**src/rtl/edo_pkg.sv**
```systemverilog
package edo_pkg;
  typedef enum logic [2:0] {
    ST_IDLE,   // row closed, precharging or waiting
    ST_ASR,    // row address on the bus, row strobe next
    ST_RCD,    // row strobe low, waiting row-to-column delay
    ST_ASC,    // column address on the bus, column strobe next
    ST_CAS,    // column strobe low
    ST_OPEN,   // row open, column precharge then decide
    ST_REF     // bus yielded to refresh
  } edo_state_t;
endpackage

```
**src/rtl/edo_cycle_timer.sv**
```systemverilog
module edo_cycle_timer #(
  parameter int W = 4
) (
  input  logic         clk,
  input  logic         rst,
  input  logic         load,
  input  logic [W-1:0] load_val,
  output logic         zero
);
  logic [W-1:0] cnt;

  always_ff @(posedge clk) begin
    if (rst)              cnt <= '0;
    else if (load)        cnt <= load_val;
    else if (cnt != '0)   cnt <= cnt - 1'b1;
  end

  assign zero = (cnt == '0);

  AST_TIMER_STAYS_DRAINED: assert property (@(posedge clk) disable iff (rst)
    (zero && !load) |=> zero);
endmodule

```
**src/rtl/edo_ras_guard.sv**
```systemverilog
module edo_ras_guard #(
  parameter int T_RAS_MAX = 15000,
  parameter int SLACK     = 5
) (
  input  logic clk,
  input  logic rst,
  input  logic ras_n,
  output logic near
);
  localparam int CW  = $clog2(T_RAS_MAX + 2);
  localparam int THR = T_RAS_MAX - SLACK;

  logic [CW-1:0] cnt;

  always_ff @(posedge clk) begin
    if (rst || ras_n)       cnt <= '0;
    else if (cnt != '1)     cnt <= cnt + 1'b1;
  end

  assign near = (cnt >= CW'(THR));

  AST_RAS_LOW_BOUND: assert property (@(posedge clk) disable iff (rst)
    !ras_n |-> (cnt < CW'(T_RAS_MAX)));
endmodule

```
**src/rtl/edo_page_ctrl.sv**
```systemverilog
module edo_page_ctrl
  import edo_pkg::*;
#(
  parameter int ROW_W     = 12,
  parameter int COL_W     = 10,
  parameter int T_RCD     = 2,
  parameter int T_CAS     = 2,
  parameter int T_CP      = 1,
  parameter int T_RP      = 4,
  parameter int T_RAS_MAX = 15000
) (
  input  logic                                   clk,
  input  logic                                   rst,
  input  logic                                   req_valid,
  output logic                                   req_ready,
  input  logic [ROW_W-1:0]                       req_row,
  input  logic [COL_W-1:0]                       req_col,
  input  logic                                   req_write,
  input  logic [1:0]                             req_be,
  input  logic [15:0]                            req_wdata,
  output logic                                   rd_valid,
  output logic [15:0]                            rd_data,
  input  logic                                   ref_req,
  output logic                                   ref_gnt,
  output logic                                   ras_n,
  output logic                                   casl_n,
  output logic                                   cash_n,
  output logic                                   we_n,
  output logic                                   oe_n,
  output logic [((ROW_W > COL_W) ? ROW_W : COL_W)-1:0] dram_addr,
  output logic [15:0]                            dq_out,
  output logic                                   dq_oe,
  input  logic [15:0]                            dq_in
);
  localparam int LANES  = 2;
  localparam int LANE_W = 8;
  localparam int ADDR_W = (ROW_W > COL_W) ? ROW_W : COL_W;
  localparam int M1     = (T_RCD > T_CAS) ? T_RCD : T_CAS;
  localparam int M2     = (T_CP > T_RP) ? T_CP : T_RP;
  localparam int TMAX   = (M1 > M2) ? M1 : M2;
  localparam int TW     = $clog2(TMAX + 1);
  localparam int SLACK  = T_CAS + T_CP + 2;

  edo_state_t       state;
  logic [ROW_W-1:0] open_row;
  logic [COL_W-1:0] cur_col;
  logic             cur_write;
  logic [1:0]       cur_be;
  logic [15:0]      cur_wdata;
  logic [15:0]      lane_mask;

  logic          tmr_load, tmr_zero, rp_load, rp_zero, near;
  logic [TW-1:0] tmr_val;
  logic          start_ref, close_now, accept, row_hit;

  generate
    for (genvar g = 0; g < LANES; g++) begin : g_lane
      assign lane_mask[g*LANE_W +: LANE_W] = {LANE_W{cur_be[g]}};
    end
  endgenerate

  assign row_hit   = (req_row == open_row);
  assign req_ready = !ref_req &&
                     (((state == ST_IDLE) && rp_zero) ||
                      ((state == ST_OPEN) && tmr_zero && !near && row_hit));
  assign accept    = req_valid && req_ready;
  assign start_ref = (state == ST_IDLE) && rp_zero && ref_req;
  assign close_now = (state == ST_OPEN) && tmr_zero &&
                     (ref_req || near || (req_valid && !row_hit));
  assign rp_load   = close_now || ((state == ST_REF) && !ref_req);

  always_comb begin
    tmr_load = 1'b0;
    tmr_val  = '0;
    case (state)
      ST_ASR: begin tmr_load = 1'b1; tmr_val = TW'(T_RCD - 1); end
      ST_ASC: begin tmr_load = 1'b1; tmr_val = TW'(T_CAS - 1); end
      ST_CAS: if (tmr_zero) begin tmr_load = 1'b1; tmr_val = TW'(T_CP - 1); end
      default: ;
    endcase
  end

  edo_cycle_timer #(.W(TW)) u_step_tmr (
    .clk(clk), .rst(rst), .load(tmr_load), .load_val(tmr_val), .zero(tmr_zero));

  edo_cycle_timer #(.W(TW)) u_rp_tmr (
    .clk(clk), .rst(rst), .load(rp_load), .load_val(TW'(T_RP - 1)), .zero(rp_zero));

  edo_ras_guard #(.T_RAS_MAX(T_RAS_MAX), .SLACK(SLACK)) u_guard (
    .clk(clk), .rst(rst), .ras_n(ras_n), .near(near));

  always_ff @(posedge clk) begin
    if (rst) begin
      state     <= ST_IDLE;
      ras_n     <= 1'b1;
      casl_n    <= 1'b1;
      cash_n    <= 1'b1;
      we_n      <= 1'b1;
      oe_n      <= 1'b1;
      dq_oe     <= 1'b0;
      dq_out    <= '0;
      dram_addr <= '0;
      rd_valid  <= 1'b0;
      rd_data   <= '0;
      ref_gnt   <= 1'b0;
      open_row  <= '0;
      cur_col   <= '0;
      cur_write <= 1'b0;
      cur_be    <= '0;
      cur_wdata <= '0;
    end else begin
      rd_valid <= 1'b0;
      case (state)
        ST_IDLE: begin
          if (start_ref) begin
            ref_gnt <= 1'b1;
            state   <= ST_REF;
          end else if (accept) begin
            dram_addr <= ADDR_W'(req_row);
            open_row  <= req_row;
            cur_col   <= req_col;
            cur_write <= req_write;
            cur_be    <= req_be;
            cur_wdata <= req_wdata;
            state     <= ST_ASR;
          end
        end
        ST_ASR: begin
          ras_n <= 1'b0;
          state <= ST_RCD;
        end
        ST_RCD: begin
          if (tmr_zero) begin
            dram_addr <= ADDR_W'(cur_col);
            we_n      <= ~cur_write;
            oe_n      <= cur_write;
            dq_out    <= cur_wdata;
            dq_oe     <= cur_write;
            state     <= ST_ASC;
          end
        end
        ST_ASC: begin
          casl_n <= ~cur_be[0];
          cash_n <= ~cur_be[1];
          state  <= ST_CAS;
        end
        ST_CAS: begin
          if (tmr_zero) begin
            casl_n <= 1'b1;
            cash_n <= 1'b1;
            we_n   <= 1'b1;
            oe_n   <= 1'b1;
            dq_oe  <= 1'b0;
            if (!cur_write) begin
              rd_valid <= 1'b1;
              rd_data  <= dq_in & lane_mask;
            end
            state <= ST_OPEN;
          end
        end
        ST_OPEN: begin
          if (close_now) begin
            ras_n <= 1'b1;
            state <= ST_IDLE;
          end else if (accept) begin
            dram_addr <= ADDR_W'(req_col);
            cur_col   <= req_col;
            cur_write <= req_write;
            cur_be    <= req_be;
            cur_wdata <= req_wdata;
            we_n      <= ~req_write;
            oe_n      <= req_write;
            dq_out    <= req_wdata;
            dq_oe     <= req_write;
            state     <= ST_ASC;
          end
        end
        ST_REF: begin
          if (!ref_req) begin
            ref_gnt <= 1'b0;
            state   <= ST_IDLE;
          end
        end
        default: state <= ST_IDLE;
      endcase
    end
  end

  AST_GNT_ROW_CLOSED: assert property (@(posedge clk) disable iff (rst)
    ref_gnt |-> (ras_n && casl_n && cash_n));
  AST_CAS_INSIDE_RAS: assert property (@(posedge clk) disable iff (rst)
    (!casl_n || !cash_n) |-> !ras_n);
  AST_LOW_LANE_TOGETHER: assert property (@(posedge clk) disable iff (rst)
    $fell(casl_n) |-> $past(cash_n));
  AST_HIGH_LANE_TOGETHER: assert property (@(posedge clk) disable iff (rst)
    $fell(cash_n) |-> $past(casl_n));
  AST_EARLY_WRITE_SETUP: assert property (@(posedge clk) disable iff (rst)
    ($past(casl_n && cash_n) && !(casl_n && cash_n) && !we_n)
      |-> (oe_n && dq_oe && $past(!we_n)));
  AST_READ_OUTPUT_ON: assert property (@(posedge clk) disable iff (rst)
    ($past(casl_n && cash_n) && !(casl_n && cash_n) && we_n)
      |-> (!oe_n && !dq_oe));
  AST_RD_SINGLE_PULSE: assert property (@(posedge clk) disable iff (rst)
    rd_valid |=> !rd_valid);
endmodule

```
**config.mk**
```make
export PLATFORM = sky130hd
export DESIGN_NAME = edo_page_ctrl
export DESIGN_NICKNAME = d
export VERILOG_FILES = /design/src/rtl/edo_pkg.sv /design/src/rtl/edo_cycle_timer.sv /design/src/rtl/edo_ras_guard.sv /design/src/rtl/edo_page_ctrl.sv
export SDC_FILE = /design/constraint.sdc
export NUM_CORES = 1
export LEC_CHECK = 0
export ABC_CLOCK_PERIOD_IN_PS = 4000
export CORE_UTILIZATION = 55
export CTS_CLUSTER_SIZE = 14
export DETAILED_ROUTE_END_ITERATION = 7
export PLACE_DENSITY = 0.83
export SLEW_MARGIN = 20
export SYNTH_ARGS = -nofsm -noshare
export SYNTH_HDL_FRONTEND = slang
export SYNTH_SLANG_ARGS = --single-unit
```
**constraint.sdc**
```tcl
create_clock -name clk -period 4 [get_ports clk]
set_clock_uncertainty 0.1 [all_clocks]
set_input_delay 0.4 -clock clk [delete_from_list [all_inputs] [get_ports clk]]
set_output_delay 0.4 -clock clk [all_outputs]
set_load 0.1 [all_outputs]
```
==> impl_metrics.tcl <==
set metrics [dict create \
    fp.coreArea_um2 9240 \
    pre_cts_ws_ns 0.799 \
    powerDensity_nw_per_um2 817 \
    syn_to_final_growth_pct 34.8 \
    finalSetupViolations 0 \
    port_buffers 113 \
    wl_per_cell_um 16.3 \
    period_share_pct 80.9 \
    root_buffer "clkbuf_8" \
    final_antenna_net_count 0 \
    min_to "cur_wdata[14]$_SDFFE_PP0P_" \
    cap_violations 0 \
    synthFlopType "dfxtp_1" \
    synth_edf_count 0 \
    stdcell_count 856 \
    avgSynthCellArea_um2 8.60 \
    maxSlewHeadroom_pct 32.0 \
    crit_cells 7 \
    drive_gt1_share_pct 7.29 \
    cts_buffer_depth 2 \
    gp_congestion 0.819 \
    diodes 0 \
    path_buf_inv 1 \
    synthCells 612 \
    initial_core_util_pct 57.0 \
    postCtsHoldBufs 0 \
    vias_per_cell 5.79 \
    cpMaxStageDelayCell "a21o_1" \
    critPathMaxStageDelay_ns 0.60 \
    cts_buffers 17 \
    critPathLaunchType "flip-flop" \
    async_flop_share_pct 0 \
    cp_top_family "simple AND/OR/NAND/NOR gates" \
    crit_chain "or3_1 -> nor3_4 -> and2_1 -> a21o_1 -> buf_12 -> mux2i_1 -> nor2_1" \
    status "finished clean" \
    dp_cells 824 \
    fill_cells 642 \
    post_cts_buffers 0 \
    worstMarginPinSlew_ns 1.02 \
    period_needed_ns 3.24 \
    crit_path_end_kind "flip-flop" \
    dieArea_um2 9970 \
    max_clock_freq_mhz 309 \
    r2r_slack_ns 0.76 \
    hold_class "in -> reg" \
    via_count 4958 \
    drt-total-wl_um 13900 \
    r2r_start "state[1]$_SDFFE_PP0P_" \
    final_cell_mix "dfxtp_1 (116), clkdlybuf4s50_1 (111), nand2_1 (92), nor2_1 (79)" \
    syn_nets 678 \
    ys_ff_latch 116 \
    critical_path_class "reg -> reg" \
    synth_cell_type_count 57 \
    track_usage_pct 29.1 \
    rsz0062_at_grt "no" \
    htree_levels 4 \
    holdPathStages 2 \
    syn-cell-area_um2 5260 \
    reg2reg_to "cur_wdata[4]$_SDFFE_PP0P_" \
    drcViolationCount 0 \
    critPathArrivalTime_ns 3.51 \
    grt_pass1_wl_um 22800 \
    final_common_cell "dfxtp_1" \
    ys_seq_area_share_pct 44.1 \
    r2r_cells 7 \
    setup_ws_ns 0.764 \
    path_clk_slew_ns 0.06 \
    drt_iter0_drc 289 \
    cp.required_ns 4.27 \
    hold_violations 0 \
    tns_ns 0 \
    clkSinkCount 116 \
    die_h_um 99.8 \
    yosysWarnings 0 \
    grt_overflow 0 \
    finalNetCount 780 \
    grt_max_degree 46 \
    slew_violations 0 \
    ir_drop_mv 0.597 \
    grt_pass1_vias 4792 \
    clk_latency_ns 0.52 \
    cts_tree "done" \
    row_count 35 \
    final_util_pct 76.8 \
    ctsResizeCount 0 \
    path_max_fanout 21 \
    dpl.hpwl_um 9150 \
    p_leak_nw 2.55 \
    drtPass1Iterations 5 \
    hp-start "rst" \
    die_w_um 99.8 \
    antenna_found_initial 0 \
    top_level_ports 114 \
]
power by group:
group | internal (mW) | switching (mW)
registers | 1.38 | 0.179
clock network | 1.10 | 0.567
logic | 0.777 | 1.79
logic make-up after synthesis:
family / share of synthesized area (%)
adder cells (fa/ha/maj): 1.19
XOR/XNOR: 3.33
buffers and inverters: 4.23
multiplexers: 6.28
AO/OA/AOI/OAI: 18.9
flip-flops: 44.1
AND/OR/NAND/NOR: 21.9
cell usage after synthesis (10+ instances only):
| cell type | n | area [um^2] |
|---|---|---|
| mux2i_1 | 33 | 330 |
| xnor2_1 | 14 | 123 |
| nand3_1 | 14 | 70.1 |
| a22o_1 | 21 | 184 |
| nor2_1 | 79 | 297 |
| a22oi_1 | 12 | 90.1 |
| a311oi_1 | 16 | 140 |
| a21oi_1 | 33 | 165 |
| nand2_1 | 92 | 345 |
| a31oi_1 | 15 | 93.8 |
| nor3_1 | 12 | 60.1 |
| buf_2 | 10 | 50.1 |
| dfxtp_1 | 116 | 2320 |
| clkbuf_1 | 19 | 71.3 |
final cells by class:
| class | instances | area (um^2) | area share, % |
|---|---|---|---|
| multi-input combinational | 448 | 2720 | 38.4 |
| sequential | 116 | 2320 | 32.7 |
| timing repair buffer | 121 | 1200 | 16.9 |
| clock buffer | 18 | 428 | 6.03 |
| clock inverter | 14 | 225 | 3.18 |
| tap | 129 | 161 | 2.28 |
| inverter | 10 | 37.5 | 0.529 |
how the worst max path moves through the flow:
stage	startpoint	endpoint	slack, ns
global route	state[1]$_SDFFE_PP0P_	cur_wdata[4]$_SDFFE_PP0P_	0.60
floorplan	state[2]$_SDFFE_PP0P_	req_ready	1.43
finish	state[1]$_SDFFE_PP0P_	cur_wdata[4]$_SDFFE_PP0P_	0.76
detailed placement	ref_req	cur_wdata[12]$_SDFFE_PP0P_	0.80
CTS	state[1]$_SDFFE_PP0P_	cur_wdata[4]$_SDFFE_PP0P_	0.85
global placement	ref_req	cur_wdata[1]$_SDFFE_PP0P_	0.95
metrics by stage:
stage	hold slack [ns]	power (mW)	instance area, um^2
floorplan	0.349	3.51	5260
global placement	0.354	3.99	6440
detailed placement	0.364	4.08	6440
CTS	0.311	5.78	7090
global route	0.343	6.05	7090
finish	0.323	5.80	7090
state kept, by name (all words and copies together) (netlist names), 10 cells and up:
register / count
cur_col: 10
cur_wdata: 16
dq_out: 16
dram_addr: 12
open_row: 12
rd_data: 16
u_guard.cnt: 14
routing by layer:
metal  wire [um]  GRT usage (%)  part of all wire, %
met5           0              0                    0
met4         337           13.0                  2.4
met3         723           7.59                  5.2
met2        7170           49.6                   52
met1        5690           34.3                   41
(Power assumes the default switching activity.)
